**src/rtl/spi_pack_pkg.sv**
```systemverilog
package spi_pack_pkg;

  localparam int BPW_W = 6;

  typedef enum logic [1:0] {
    WS_1 = 2'd0,
    WS_2 = 2'd1,
    WS_4 = 2'd2
  } wsize_e;

  function automatic wsize_e ws_from_bits(input logic [BPW_W-1:0] bits);
    if (bits <= 6'd8)       return WS_1;
    else if (bits <= 6'd16) return WS_2;
    else                    return WS_4;
  endfunction

  function automatic logic [2:0] ws_bytes(input wsize_e ws);
    case (ws)
      WS_1:    return 3'd1;
      WS_2:    return 3'd2;
      default: return 3'd4;
    endcase
  endfunction

  function automatic logic [1:0] ws_shift(input wsize_e ws);
    case (ws)
      WS_1:    return 2'd0;
      WS_2:    return 2'd1;
      default: return 2'd2;
    endcase
  endfunction

endpackage

```
**src/rtl/spi_pack_cfg.sv**
```systemverilog
module spi_pack_cfg
  import spi_pack_pkg::*;
#(
  parameter int LEN_W = 12
) (
  input  logic [BPW_W-1:0] bits,
  input  logic [LEN_W-1:0] len,
  output wsize_e           ws,
  output logic [LEN_W-1:0] nwords,
  output logic             bad
);
  logic [LEN_W-1:0] lane_mask;

  always_comb begin
    ws        = ws_from_bits(bits);
    nwords    = len >> ws_shift(ws);
    lane_mask = {{(LEN_W-3){1'b0}}, ws_bytes(ws) - 3'd1};
    bad       = (len & lane_mask) != '0;
  end
endmodule

```
**src/rtl/spi_pack_tx.sv**
```systemverilog
module spi_pack_tx
  import spi_pack_pkg::*;
#(
  parameter int LEN_W  = 12,
  parameter int WORD_W = 32
) (
  input  logic              clk,
  input  logic              rst,
  input  logic              go,
  input  logic              no_tx,
  input  wsize_e            ws,
  input  logic [LEN_W-1:0]  len,
  input  logic              byte_valid,
  input  logic [7:0]        byte_in,
  output logic              byte_ready,
  input  logic              fifo_full,
  output logic              fifo_wr,
  output logic [WORD_W-1:0] fifo_data
);
  localparam int SH_W = $clog2(WORD_W);

  logic              run;
  logic              pend;
  logic [WORD_W-1:0] pend_data;
  logic [WORD_W-1:0] acc;
  logic [1:0]        idx;
  logic [LEN_W-1:0]  cnt;
  logic [2:0]        wsb;
  logic [WORD_W-1:0] merged;
  logic [SH_W-1:0]   lane_sh;
  logic              last_lane;

  always_comb begin
    wsb        = ws_bytes(ws);
    lane_sh    = SH_W'({idx, 3'b000});
    merged     = acc | ({byte_in, {(WORD_W-8){1'b0}}} >> lane_sh);
    last_lane  = {1'b0, idx} == (wsb - 3'd1);
    byte_ready = run && !pend && !no_tx && (cnt != len);
  end

  always_ff @(posedge clk) begin
    if (rst) begin
      run       <= 1'b0;
      pend      <= 1'b0;
      pend_data <= '0;
      acc       <= '0;
      idx       <= '0;
      cnt       <= '0;
      fifo_wr   <= 1'b0;
      fifo_data <= '0;
    end else begin
      fifo_wr <= 1'b0;
      if (go) begin
        run  <= 1'b1;
        pend <= 1'b0;
        acc  <= '0;
        idx  <= '0;
        cnt  <= '0;
      end else if (run) begin
        if (pend) begin
          if (!fifo_full) begin
            fifo_wr   <= 1'b1;
            fifo_data <= pend_data;
            pend      <= 1'b0;
          end
        end else if (cnt == len) begin
          run <= 1'b0;
        end else if (no_tx) begin
          pend      <= 1'b1;
          pend_data <= '0;
          cnt       <= cnt + LEN_W'(wsb);
        end else if (byte_valid) begin
          cnt <= cnt + 1'b1;
          if (last_lane) begin
            pend      <= 1'b1;
            pend_data <= merged;
            acc       <= '0;
            idx       <= '0;
          end else begin
            acc <= merged;
            idx <= idx + 2'd1;
          end
        end
      end
    end
  end
endmodule

```
**src/rtl/spi_pack_rx.sv**
```systemverilog
module spi_pack_rx
  import spi_pack_pkg::*;
#(
  parameter int LEN_W  = 12,
  parameter int WORD_W = 32
) (
  input  logic              clk,
  input  logic              rst,
  input  logic              clr,
  input  logic              active,
  input  logic              no_rx,
  input  wsize_e            ws,
  input  logic [LEN_W-1:0]  len,
  input  logic              fifo_empty,
  input  logic [WORD_W-1:0] fifo_data,
  output logic              fifo_rd,
  output logic              byte_valid,
  output logic [7:0]        byte_out,
  output logic [LEN_W-1:0]  cnt
);
  localparam int SH_W = $clog2(WORD_W);

  logic [WORD_W-1:0] hold;
  logic              holding;
  logic [1:0]        idx;
  logic [2:0]        wsb;
  logic [SH_W-1:0]   lane_sh;
  logic [WORD_W-1:0] shifted;
  logic              last_lane;

  always_comb begin
    wsb       = ws_bytes(ws);
    lane_sh   = SH_W'({(wsb - 3'd1 - {1'b0, idx}), 3'b000});
    shifted   = hold >> lane_sh;
    last_lane = {1'b0, idx} == (wsb - 3'd1);
    fifo_rd   = active && !clr && !holding && (cnt != len) && !fifo_empty;
  end

  always_ff @(posedge clk) begin
    if (rst) begin
      hold       <= '0;
      holding    <= 1'b0;
      idx        <= '0;
      cnt        <= '0;
      byte_valid <= 1'b0;
      byte_out   <= '0;
    end else begin
      byte_valid <= 1'b0;
      if (clr) begin
        holding <= 1'b0;
        idx     <= '0;
        cnt     <= '0;
      end else begin
        if (fifo_rd) begin
          if (no_rx) begin
            cnt <= cnt + LEN_W'(wsb);
          end else begin
            hold    <= fifo_data;
            holding <= 1'b1;
            idx     <= '0;
          end
        end
        if (holding) begin
          byte_out   <= shifted[7:0];
          byte_valid <= 1'b1;
          cnt        <= cnt + 1'b1;
          if (last_lane) holding <= 1'b0;
          else           idx     <= idx + 2'd1;
        end
      end
    end
  end
endmodule

```
**src/rtl/spi_word_pack.sv**
```systemverilog
module spi_word_pack
  import spi_pack_pkg::*;
#(
  parameter int LEN_W  = 12,
  parameter int WORD_W = 32
) (
  input  logic              clk,
  input  logic              rst,
  input  logic              start,
  input  logic [5:0]        cfg_bits,
  input  logic [LEN_W-1:0]  cfg_len,
  input  logic              cfg_no_tx,
  input  logic              cfg_no_rx,
  input  logic              tx_byte_valid,
  input  logic [7:0]        tx_byte,
  output logic              tx_byte_ready,
  input  logic              txf_full,
  output logic              txf_wr,
  output logic [WORD_W-1:0] txf_data,
  input  logic              rxf_empty,
  input  logic [WORD_W-1:0] rxf_data,
  output logic              rxf_rd,
  output logic              rx_byte_valid,
  output logic [7:0]        rx_byte,
  output logic [LEN_W-1:0]  word_cnt,
  output logic              busy,
  output logic              done,
  output logic              len_err
);
  wsize_e           ws_new;
  logic [LEN_W-1:0] nwords_new;
  logic             bad_new;

  wsize_e           ws_q;
  logic [LEN_W-1:0] len_q;
  logic             no_tx_q;
  logic             no_rx_q;
  logic [LEN_W-1:0] rx_cnt;
  logic             go;

  spi_pack_cfg #(.LEN_W(LEN_W)) u_cfg (
    .bits   (cfg_bits),
    .len    (cfg_len),
    .ws     (ws_new),
    .nwords (nwords_new),
    .bad    (bad_new)
  );

  assign go = start && !bad_new;

  always_ff @(posedge clk) begin
    if (rst) begin
      ws_q     <= WS_1;
      len_q    <= '0;
      no_tx_q  <= 1'b0;
      no_rx_q  <= 1'b0;
      word_cnt <= '0;
      busy     <= 1'b0;
      done     <= 1'b0;
      len_err  <= 1'b0;
    end else if (start) begin
      ws_q    <= ws_new;
      len_q   <= cfg_len;
      no_tx_q <= cfg_no_tx;
      no_rx_q <= cfg_no_rx;
      done    <= 1'b0;
      if (bad_new) begin
        len_err  <= 1'b1;
        busy     <= 1'b0;
        word_cnt <= '0;
      end else begin
        len_err  <= 1'b0;
        busy     <= 1'b1;
        word_cnt <= nwords_new;
      end
    end else if (busy && rx_cnt == len_q) begin
      busy <= 1'b0;
      done <= 1'b1;
    end
  end

  spi_pack_tx #(.LEN_W(LEN_W), .WORD_W(WORD_W)) u_tx (
    .clk        (clk),
    .rst        (rst),
    .go         (go),
    .no_tx      (no_tx_q),
    .ws         (ws_q),
    .len        (len_q),
    .byte_valid (tx_byte_valid),
    .byte_in    (tx_byte),
    .byte_ready (tx_byte_ready),
    .fifo_full  (txf_full),
    .fifo_wr    (txf_wr),
    .fifo_data  (txf_data)
  );

  spi_pack_rx #(.LEN_W(LEN_W), .WORD_W(WORD_W)) u_rx (
    .clk        (clk),
    .rst        (rst),
    .clr        (start),
    .active     (busy),
    .no_rx      (no_rx_q),
    .ws         (ws_q),
    .len        (len_q),
    .fifo_empty (rxf_empty),
    .fifo_data  (rxf_data),
    .fifo_rd    (rxf_rd),
    .byte_valid (rx_byte_valid),
    .byte_out   (rx_byte),
    .cnt        (rx_cnt)
  );
endmodule

```
**config.mk**
```make
export PLATFORM = sky130hd
export DESIGN_NAME = spi_word_pack
export DESIGN_NICKNAME = d
export VERILOG_FILES = /design/src/rtl/spi_pack_pkg.sv /design/src/rtl/spi_pack_cfg.sv /design/src/rtl/spi_pack_tx.sv /design/src/rtl/spi_pack_rx.sv /design/src/rtl/spi_word_pack.sv
export SDC_FILE = /design/constraint.sdc
export NUM_CORES = 1
export LEC_CHECK = 0
export BUFFER_PORTS_ARGS = -buffer_cell sky130_fd_sc_hd__buf_4
export CAP_MARGIN = 10
export CORE_ASPECT_RATIO = 1.4
export CORE_MARGIN = 4
export CORE_UTILIZATION = 35
export DETAILED_ROUTE_END_ITERATION = 12
export SETUP_SLACK_MARGIN = 0.2
export SLEW_MARGIN = 20
export SYNTH_ARGS = -nofsm -noshare
export SYNTH_HDL_FRONTEND = slang
export SYNTH_SLANG_ARGS = --single-unit
```
**constraint.sdc**
```tcl
create_clock -name clk -period 4.27 [get_ports clk]
set_clock_uncertainty 0.15 [all_clocks]
set_input_delay 0.854 -clock clk [delete_from_list [all_inputs] [get_ports clk]]
set_output_delay 0.854 -clock clk [all_outputs]
set_load 0.02 [all_outputs]
```
Word-level counts from Yosys, hierarchy flattened
Cells that the tools add are included.
- flip-flop bits (word level): 200
- bits of input ports: 66
- output and inout port bits: 59
- logic and storage cells: 127
- add/subtract/negate cells: 9
- $lt $le $gt $ge: 2
- eq/ne operators: 8
- shift operators: 3
- multiplexer cells: 40
- bitwise operators: 10
- reductions and logical operators: 33
- operators by type and width (operator ; count):
    $mux W32 ; 4
    $mux W12 ; 6
    $or A32 B32 Y32 ; 1
    $shr A32 B5 Y32 ; 1
    $shr A32 B5 Y8 ; 1
    $add A12 B1 Y12 const B ; 2
    $add A12 B3 Y12 ; 2
    $eq A12 B12 Y1 ; 2
    $ne A12 B12 Y1 ; 2
    $mux W1 ; 20
    $mux W2 ; 7
    $and A12 B3 Y12 ; 1
    $pmux W3 S2 ; 2
    $reduce_bool A12 Y1 ; 1
    $shr A12 B2 Y12 ; 1
    $reduce_bool A2 Y1 ; 5
    $logic_and A1 B1 Y1 ; 9
    $not A1 Y1 ; 8
    $reduce_and A4 Y1 ; 2
    $eq A2 B3 Y1 ; 2
    $le A6 B4 Y1 const B ; 1
    $le A6 B5 Y1 const B ; 1
    $logic_not A1 Y1 ; 6
    $reduce_and A6 Y1 ; 1
    11 further kinds ; 17

Longest topological paths before layout
Gate-level depths: netlist (run 1).
- depth in word-level cells: 12
- mapped depth: 11
- mapped depth without buffers: 10

Cells and area by module
A second synthesis (run 1) with hierarchy kept.
- cells, all modules: 988
- area total of the unflattened synthesis: 9182.6 µm²
- modules (own cells, without submodules) (module ; times used ; cells an instance ; area each (µm²) ; seq. area each (µm²)):
    spi_pack_tx ; 1 ; 460 ; 4618.2 ; 2262.2
    spi_pack_rx ; 1 ; 326 ; 2822.7 ; 1121.1
    spi_word_pack ; 1 ; 120 ; 1217.4 ; 620.6
    spi_pack_cfg ; 1 ; 82 ; 524.3 ; 0.0

Worst setup path after synthesis (run 1)
OpenSTA, ideal clock, no wires.
- path type: input port to output port
- from: input start
- to: output rxf_rd
- data arrival time: 1.998 ns
- required time: 3.266 ns
- path slack: 1.268 ns
- cell stages on the path: 3
- buffers on the path: 2
- cell sequence: clkbuf_1 clkbuf_1 nor4_1
- cells in the longest elaborated chain, start to end: 5
- RTL lines (item ; RTL line ; source):
    start: declaration ; spi_word_pack.sv:9 ; input logic start,
    $logic_not A1 Y1 ; spi_pack_rx.sv:36 ; fifo_rd = active && !clr && !holding && (cnt != len) && !fifo_empty;
    $logic_and A1 B1 Y1 (4 in a row) ; spi_pack_rx.sv:36 ;
    end: declaration ; spi_word_pack.sv:22 ; output logic rxf_rd,
No other way between the ends.

Worst setup path after layout (run 1)
- from: register u_tx.cnt[3]
- to: output tx_byte_ready
- cells in the longest elaborated chain, start to end: 2
- RTL lines (item ; RTL line ; source):
    start: declaration ; spi_pack_tx.sv:27 ; logic [LEN_W-1:0] cnt;
    start signal: assignment ; spi_pack_tx.sv:71 ; cnt <= cnt + LEN_W'(wsb);
    start signal: assignment ; spi_pack_tx.sv:73 ; cnt <= cnt + 1'b1;
    $ne A12 B12 Y1 ; spi_pack_tx.sv:38 ; byte_ready = run && !pend && !no_tx && (cnt != len);
    $logic_and A1 B1 Y1 ; spi_pack_tx.sv:38 ;
    end: declaration ; spi_word_pack.sv:16 ; output logic tx_byte_ready,
No other way between the ends.

==> results.cfg, run 1 <==
[status]
status = finished, final reports clean

[timing]
timing.setup.tns_ps = 0
relSlewSlack_pct = 39.64
finalSetupViolCount = 0
post-route-min-period_ps = 3240
hold_viol = 0
period_share_pct = 75.88
slew_violations = 0
rsz0062_at_grt = no
worstMarginPinSlew_ps = 902.0
fmax_mhz = 308.6

[critical_path]
arrival_ps = 2240
max_stage_delay_ps = 520
cpMaxStageDelayCell = and3_1
endpoint_kind = output pin
required_ps = 3270
worstPathCellList = xor2_1, nor4_1, and3_1, nor3_1, buf_4
path_max_fanout = 13
critPathKind = reg2out
start_kind = flip-flop

[hold_path]
hp-class = reg2reg

[floorplanning]
die_w_um = 140.2
core_um2 = 24060
num_io_pins = 125
initial_core_util_pct = 35.59
die_area_um2 = 27060
core.rowCount = 67
dieHeight_um = 193.1

[cells_and_area]
fill_cells = 2395
antenna_cells = 0
final-seq-area_um2 = 4004
utilization_pct = 42.69
multi_input_area_um2 = 4208
drive_above_1_share_pct = 17.78
final_common_cell = dfxtp_1
area_growth_pct = 19.96
fin_nets = 1138
most-common-layout-cells = 200 x dfxtp_1, 140 x nand2_1, 140 x a21oi_1, 139 x buf_4, 87 x nor2_1

[logic_synthesis]
ys_types = 47
async_flop_share_pct = 0
ys_seq_elements = 200
syn_inst = 974
synth_area_per_cell_um2 = 8.791
ys_seq_area_share_pct = 46.76
ys.flop_type = dfxtp_1
synth_warnings = 0
synth_edf_count = 0
syn_area_um2 = 8562
syn-num-nets = 1051

[clocking]
cts_tree = yes
max-clock-path-buffers = 2
cts_buffers = 17
cts_resized = 0
clock-sinks = 200
clk_latency_ps = 430
post_cts_buffers = 0
ctsHoldBuffers = 0
cts.clk_slew.worst_paths_ps = 70
h-tree-depth = 4
ctsRootBufferMaster = clkbuf_16

[detailed_routing]
drt_iter0_drc = 456
drtPass1Iterations = 5
drc = 0
drtAntennaViolNets = 0
wl_um = 21310
viasPerCell = 5.124
post_drt_wl_per_cell_um = 15.40
vias = 7092

[pwr]
p_seq_share_pct = 49.8
power_density_nw_per_um2 = 373.3
swShare_pct = 25.35
ir_drop_mv = 0.2794
p_leak_nw = 4.196
clkPwrFrac_pct = 41.8
power.switching_uw = 971.9
intPower_mw = 2.862
p_comb_share_pct = 8.3

[place]
gp_congestion = 0.7901
io_buffers = 124
dp_hpwl_um = 14670

[grt]
grt_max_degree = 69
antenna_found_initial = 0
track_usage_pct = 15.59
grt_pass1_vias = 6753
grt_pass1_wl_um = 34690
grt.overflow.total = 0

[run]
max_cap_violations = 0
final cells by class:
class | instances | area share [%]
clock buffer | 19 | 4.410
clock inverter | 13 | 1.377
inverter | 9 | 0.3289
multi-input combinational | 694 | 40.97
sequential | 200 | 38.98
tap | 310 | 3.776
timing repair buffer | 139 | 10.16
stage by stage:
| stage | hold WS, ps | cells | worst slack, ps | total power [mW] | instance area (um^2) |
|---|---|---|---|---|---|
| 2_1_floorplan | 282.1 | 974 | 1268 | 2.147 | 8562 |
| 3_3_place_gp | 288.9 | 1352 | 960.9 | 2.274 | 9677 |
| 3_5_place_dp | 294.5 | 1352 | 946.3 | 2.276 | 9677 |
| 4_1_cts | 303.6 | 1384 | 975.3 | 3.880 | 10270 |
| 5_1_grt | 313.5 | 1384 | 842.2 | 3.995 | 10270 |
| 6_report | 300.4 | 1384 | 1030 | 3.834 | 10270 |
cell usage after synthesis (12+ instances only):
| cell | number | area [um^2] |
|---|---|---|
| xnor2_1 | 12 | 105.1 |
| o41ai_1 | 32 | 280.3 |
| or3_1 | 40 | 250.2 |
| nand2_1 | 140 | 525.5 |
| nor2_1 | 87 | 326.6 |
| a21oi_1 | 140 | 700.7 |
| nand3_1 | 44 | 220.2 |
| buf_1 | 12 | 45.04 |
| o21ai_0 | 18 | 90.09 |
| mux2i_1 | 55 | 550.5 |
| clkbuf_1 | 38 | 142.6 |
| dfxtp_1 | 200 | 4004 |
| xor2_1 | 29 | 254.0 |
| buf_2 | 14 | 70.07 |
final timing paths:
kind | from | to | slack (ps) | cells past startpoint
max | u_tx.cnt[3]$_SDFFE_PP0P_ | tx_byte_ready | 1030 | 5
min | u_tx.pend_data[19]$_SDFFE_PP0P_ | u_tx.pend_data[19]$_SDFFE_PP0P_ | 300 | 2
max reg2reg | ws_q[1]$_SDFFE_PP0P_ | u_tx.pend_data[14]$_SDFFE_PP0P_ | 1350 | 8
min reg2reg | u_tx.pend_data[19]$_SDFFE_PP0P_ | u_tx.pend_data[19]$_SDFFE_PP0P_ | 300 | 2
registers in the layout, summed over array words and instances, names as in the netlist:
name / count
u_tx.idx: 2
u_tx.acc: 32
u_rx.byte_out: 8
word_cnt: 12
u_rx.holding: 1
len_q: 12
u_tx.pend: 1
done: 1
u_tx.pend_data: 32
ws_q: 2
len_err: 1
busy: 1
u_tx.fifo_wr: 1
u_rx.hold: 32
u_tx.run: 1
no_tx_q: 1
no_rx_q: 1
u_rx.idx: 2
u_rx.byte_valid: 1
u_tx.fifo_data: 32
u_tx.cnt: 12
u_rx.cnt: 12
power groups by stage:
| stage | registers [mW] | clock network (mW) | logic (mW) |
|---|---|---|---|
| after floorplan | 1.95 | 0 | 0.194 |
| after global placement | 1.95 | 0 | 0.321 |
| after detailed placement | 1.95 | 0 | 0.322 |
| after CTS | 1.91 | 1.65 | 0.324 |
| after global routing | 1.91 | 1.73 | 0.353 |
| final | 1.91 | 1.60 | 0.320 |
critical path, delay by kind of cell (launching register included):
family                 cells  cell delay [ps]
AND/OR/NAND/NOR            3             1100
flip-flops                 1              360
XOR/XNOR                   1              180
buffers and inverters      1              180
routing by layer:
metal	share of wire, %	vias to the layer above	GRT usage (%)
met5	0	-	0
met2	52	159	27.82
met3	4.1	19	3.232
met4	1.3	0	4.437
li1	-	3584	-
met1	43	3330	19.01
cells by family after synthesis:
kind of cell / synth area share [%]
simple gates: 19.42
fa+ha+maj: 1.783
compound gates: 15.11
flops: 46.76
xor+xnor: 4.194
buf+inv: 4.194
mux: 8.534
Note: power is estimated with default switching activity, not from simulation.
==> run 2, diff against run 1 <==
clock period = 3.1 ns   (was 4.27 ns; I/O delays follow)
==> run 2 against run 1 <==
Net effect: clock power up 40%; final cell count up 0.36%; flip-flop and latch count unchanged; final area up 1.3%; sequential power up 38%; critical path type unchanged; largest cell class unchanged; largest power group unchanged.
==> results.cfg, run 2 (synthesis gave the netlist of run 1 again) <==
[detailed_routing]
drtPass1Iterations = 5
viasPerCell = 5.099
post_drt_wl_per_cell_um = 15.53
wl_um = 21570
vias = 7083
drtAntennaViolNets = 0
drt_iter0_drc = 449
drc = 0

[critical_path]
r2r-end = u_tx.pend_data[31]$_SDFFE_PP0P_
start_kind = flip-flop
cpMaxStageDelayCell = dfxtp_1
path_max_fanout = 5
max_stage_delay_ps = 460
critPathKind = reg2out
rr_startpoint = ws_q[0]$_SDFFE_PP0P_
crit_start = u_rx.cnt[3]$_SDFFE_PP0P_
worst_path_dominant_cell_family = simple AND/OR/NAND/NOR gates
worstPathCellList = xor2_1, nor4_4, nand3_1, nand2_1, nor4_1, buf_4
crit_path_end = rxf_rd
endpoint_kind = output pin
arrival_ps = 2000
r2r_cells = 8
required_ps = 2330
reg2reg_slack_ps = 410
crit_buf_inv = 1
crit_cells = 6

[grt]
grt_max_degree = 69
grt_pass1_wl_um = 35250
grt.overflow.total = 0
grt_pass1_vias = 6740
antenna_found_initial = 0
track_usage_pct = 15.90

[status]
status = finished, final reports clean

[clocking]
cts_buffers = 17
clock-sinks = 200
cts_resized = 1
clk_latency_ps = 440
post_cts_buffers = 0
ctsRootBufferMaster = clkbuf_16
max-clock-path-buffers = 2
h-tree-depth = 4
ctsHoldBuffers = 0
cts.clk_slew.worst_paths_ps = 80
cts_tree = yes

[timing]
relSlewSlack_pct = 54.71
period_share_pct = 89.43
hold_viol = 0
slew_violations = 0
rsz0062_at_grt = no
finalSetupViolCount = 0
fmax_mhz = 360.7
post-route-min-period_ps = 2772
timing.setup.tns_ps = 0
worstMarginPinSlew_ps = 672.2

[cells_and_area]
area_growth_pct = 21.48
final_common_cell = dfxtp_1
drive_above_1_share_pct = 18.54
antenna_cells = 0
most-common-layout-cells = 200 x dfxtp_1, 140 x nand2_1, 140 x a21oi_1, 139 x buf_4, 87 x nor2_1
fin_nets = 1143

[floorplanning]
core.rowCount = 67
die_w_um = 140.2
initial_core_util_pct = 35.59
num_io_pins = 125
core_um2 = 24060
die_area_um2 = 27060
dieHeight_um = 193.1

[place]
gp_congestion = 0.8141
io_buffers = 124
dp_hpwl_um = 14870

[pwr]
ir_drop_mv = 0.3999
p_leak_nw = 4.268
power_mw = 5.336
power_density_nw_per_um2 = 513.1

[hold_path]
hp-class = in2reg
hold_path.startpoint = rxf_data[7]

[run]
max_cap_violations = 0
## run 2: power by group
group          internal, mW  switching (mW)  total, mW  leakage (nW)
Clock                  1.17            1.07       2.24         0.288
Sequential             2.60          0.0316       2.63          1.62
Combinational         0.181           0.280      0.461          2.36
## run 2: worst reg2reg max path, delay by kind of cell, from the launching register on
family / cells / cell delay, ps
flip-flops: 1 / 360
AND/OR/NAND/NOR: 3 / 1100
AO/OA/AOI/OAI: 3 / 510
adder cells (fa/ha/maj): 1 / 240
buffers and inverters: 1 / 260
## run 2: how the worst min path moves through the flow
stage / end / slack (ps) / cells past startpoint
final: u_rx.hold[7]$_SDFFE_PP0P_ / 260 / 3
after floorplan: u_tx.pend_data[26]$_SDFFE_PP0P_ / 280 / 2
after global routing: u_tx.fifo_wr$_SDFF_PP0_ / 240 / 2
after detailed placement: u_tx.fifo_data[20]$_SDFFE_PP0P_ / 290 / 2
after global placement: u_tx.pend_data[21]$_SDFFE_PP0P_ / 290 / 2
after CTS: u_tx.fifo_wr$_SDFF_PP0_ / 230 / 2
## run 2: layer usage
metal / vias to the layer above / track usage [%] / wire, um
met5: - / 0 / 0
met3: 19 / 3.257 / 852
met2: 157 / 27.93 / 11090
met1: 3319 / 19.60 / 9311
met4: 0 / 4.996 / 307
li1: 3588 / - / -
## run 2: per-stage QoR
step	setup slack, ps	cell area [um^2]	hold slack [ps]	std cells	util [%]
after global routing	211.9	10400	236.0	1389	43.23
after floorplan	442.2	8562	282.1	974	-
after CTS	227.7	10370	227.2	1389	43.11
after detailed placement	196.4	9777	294.0	1357	40.64
after global placement	239.8	9777	288.8	1357	40.64
final	327.8	10400	255.0	1389	43.23
## run 2: cell type report
class                   instances  area (um^2)
clock inverters                14        150.1
clock buffers                  18        439.2
well taps                     310        387.9
multi-input cells             694         4243
flip-flops and latches        200         4004
fillers                      2378        13660
inverters                       9        33.78
repair buffers                144         1144
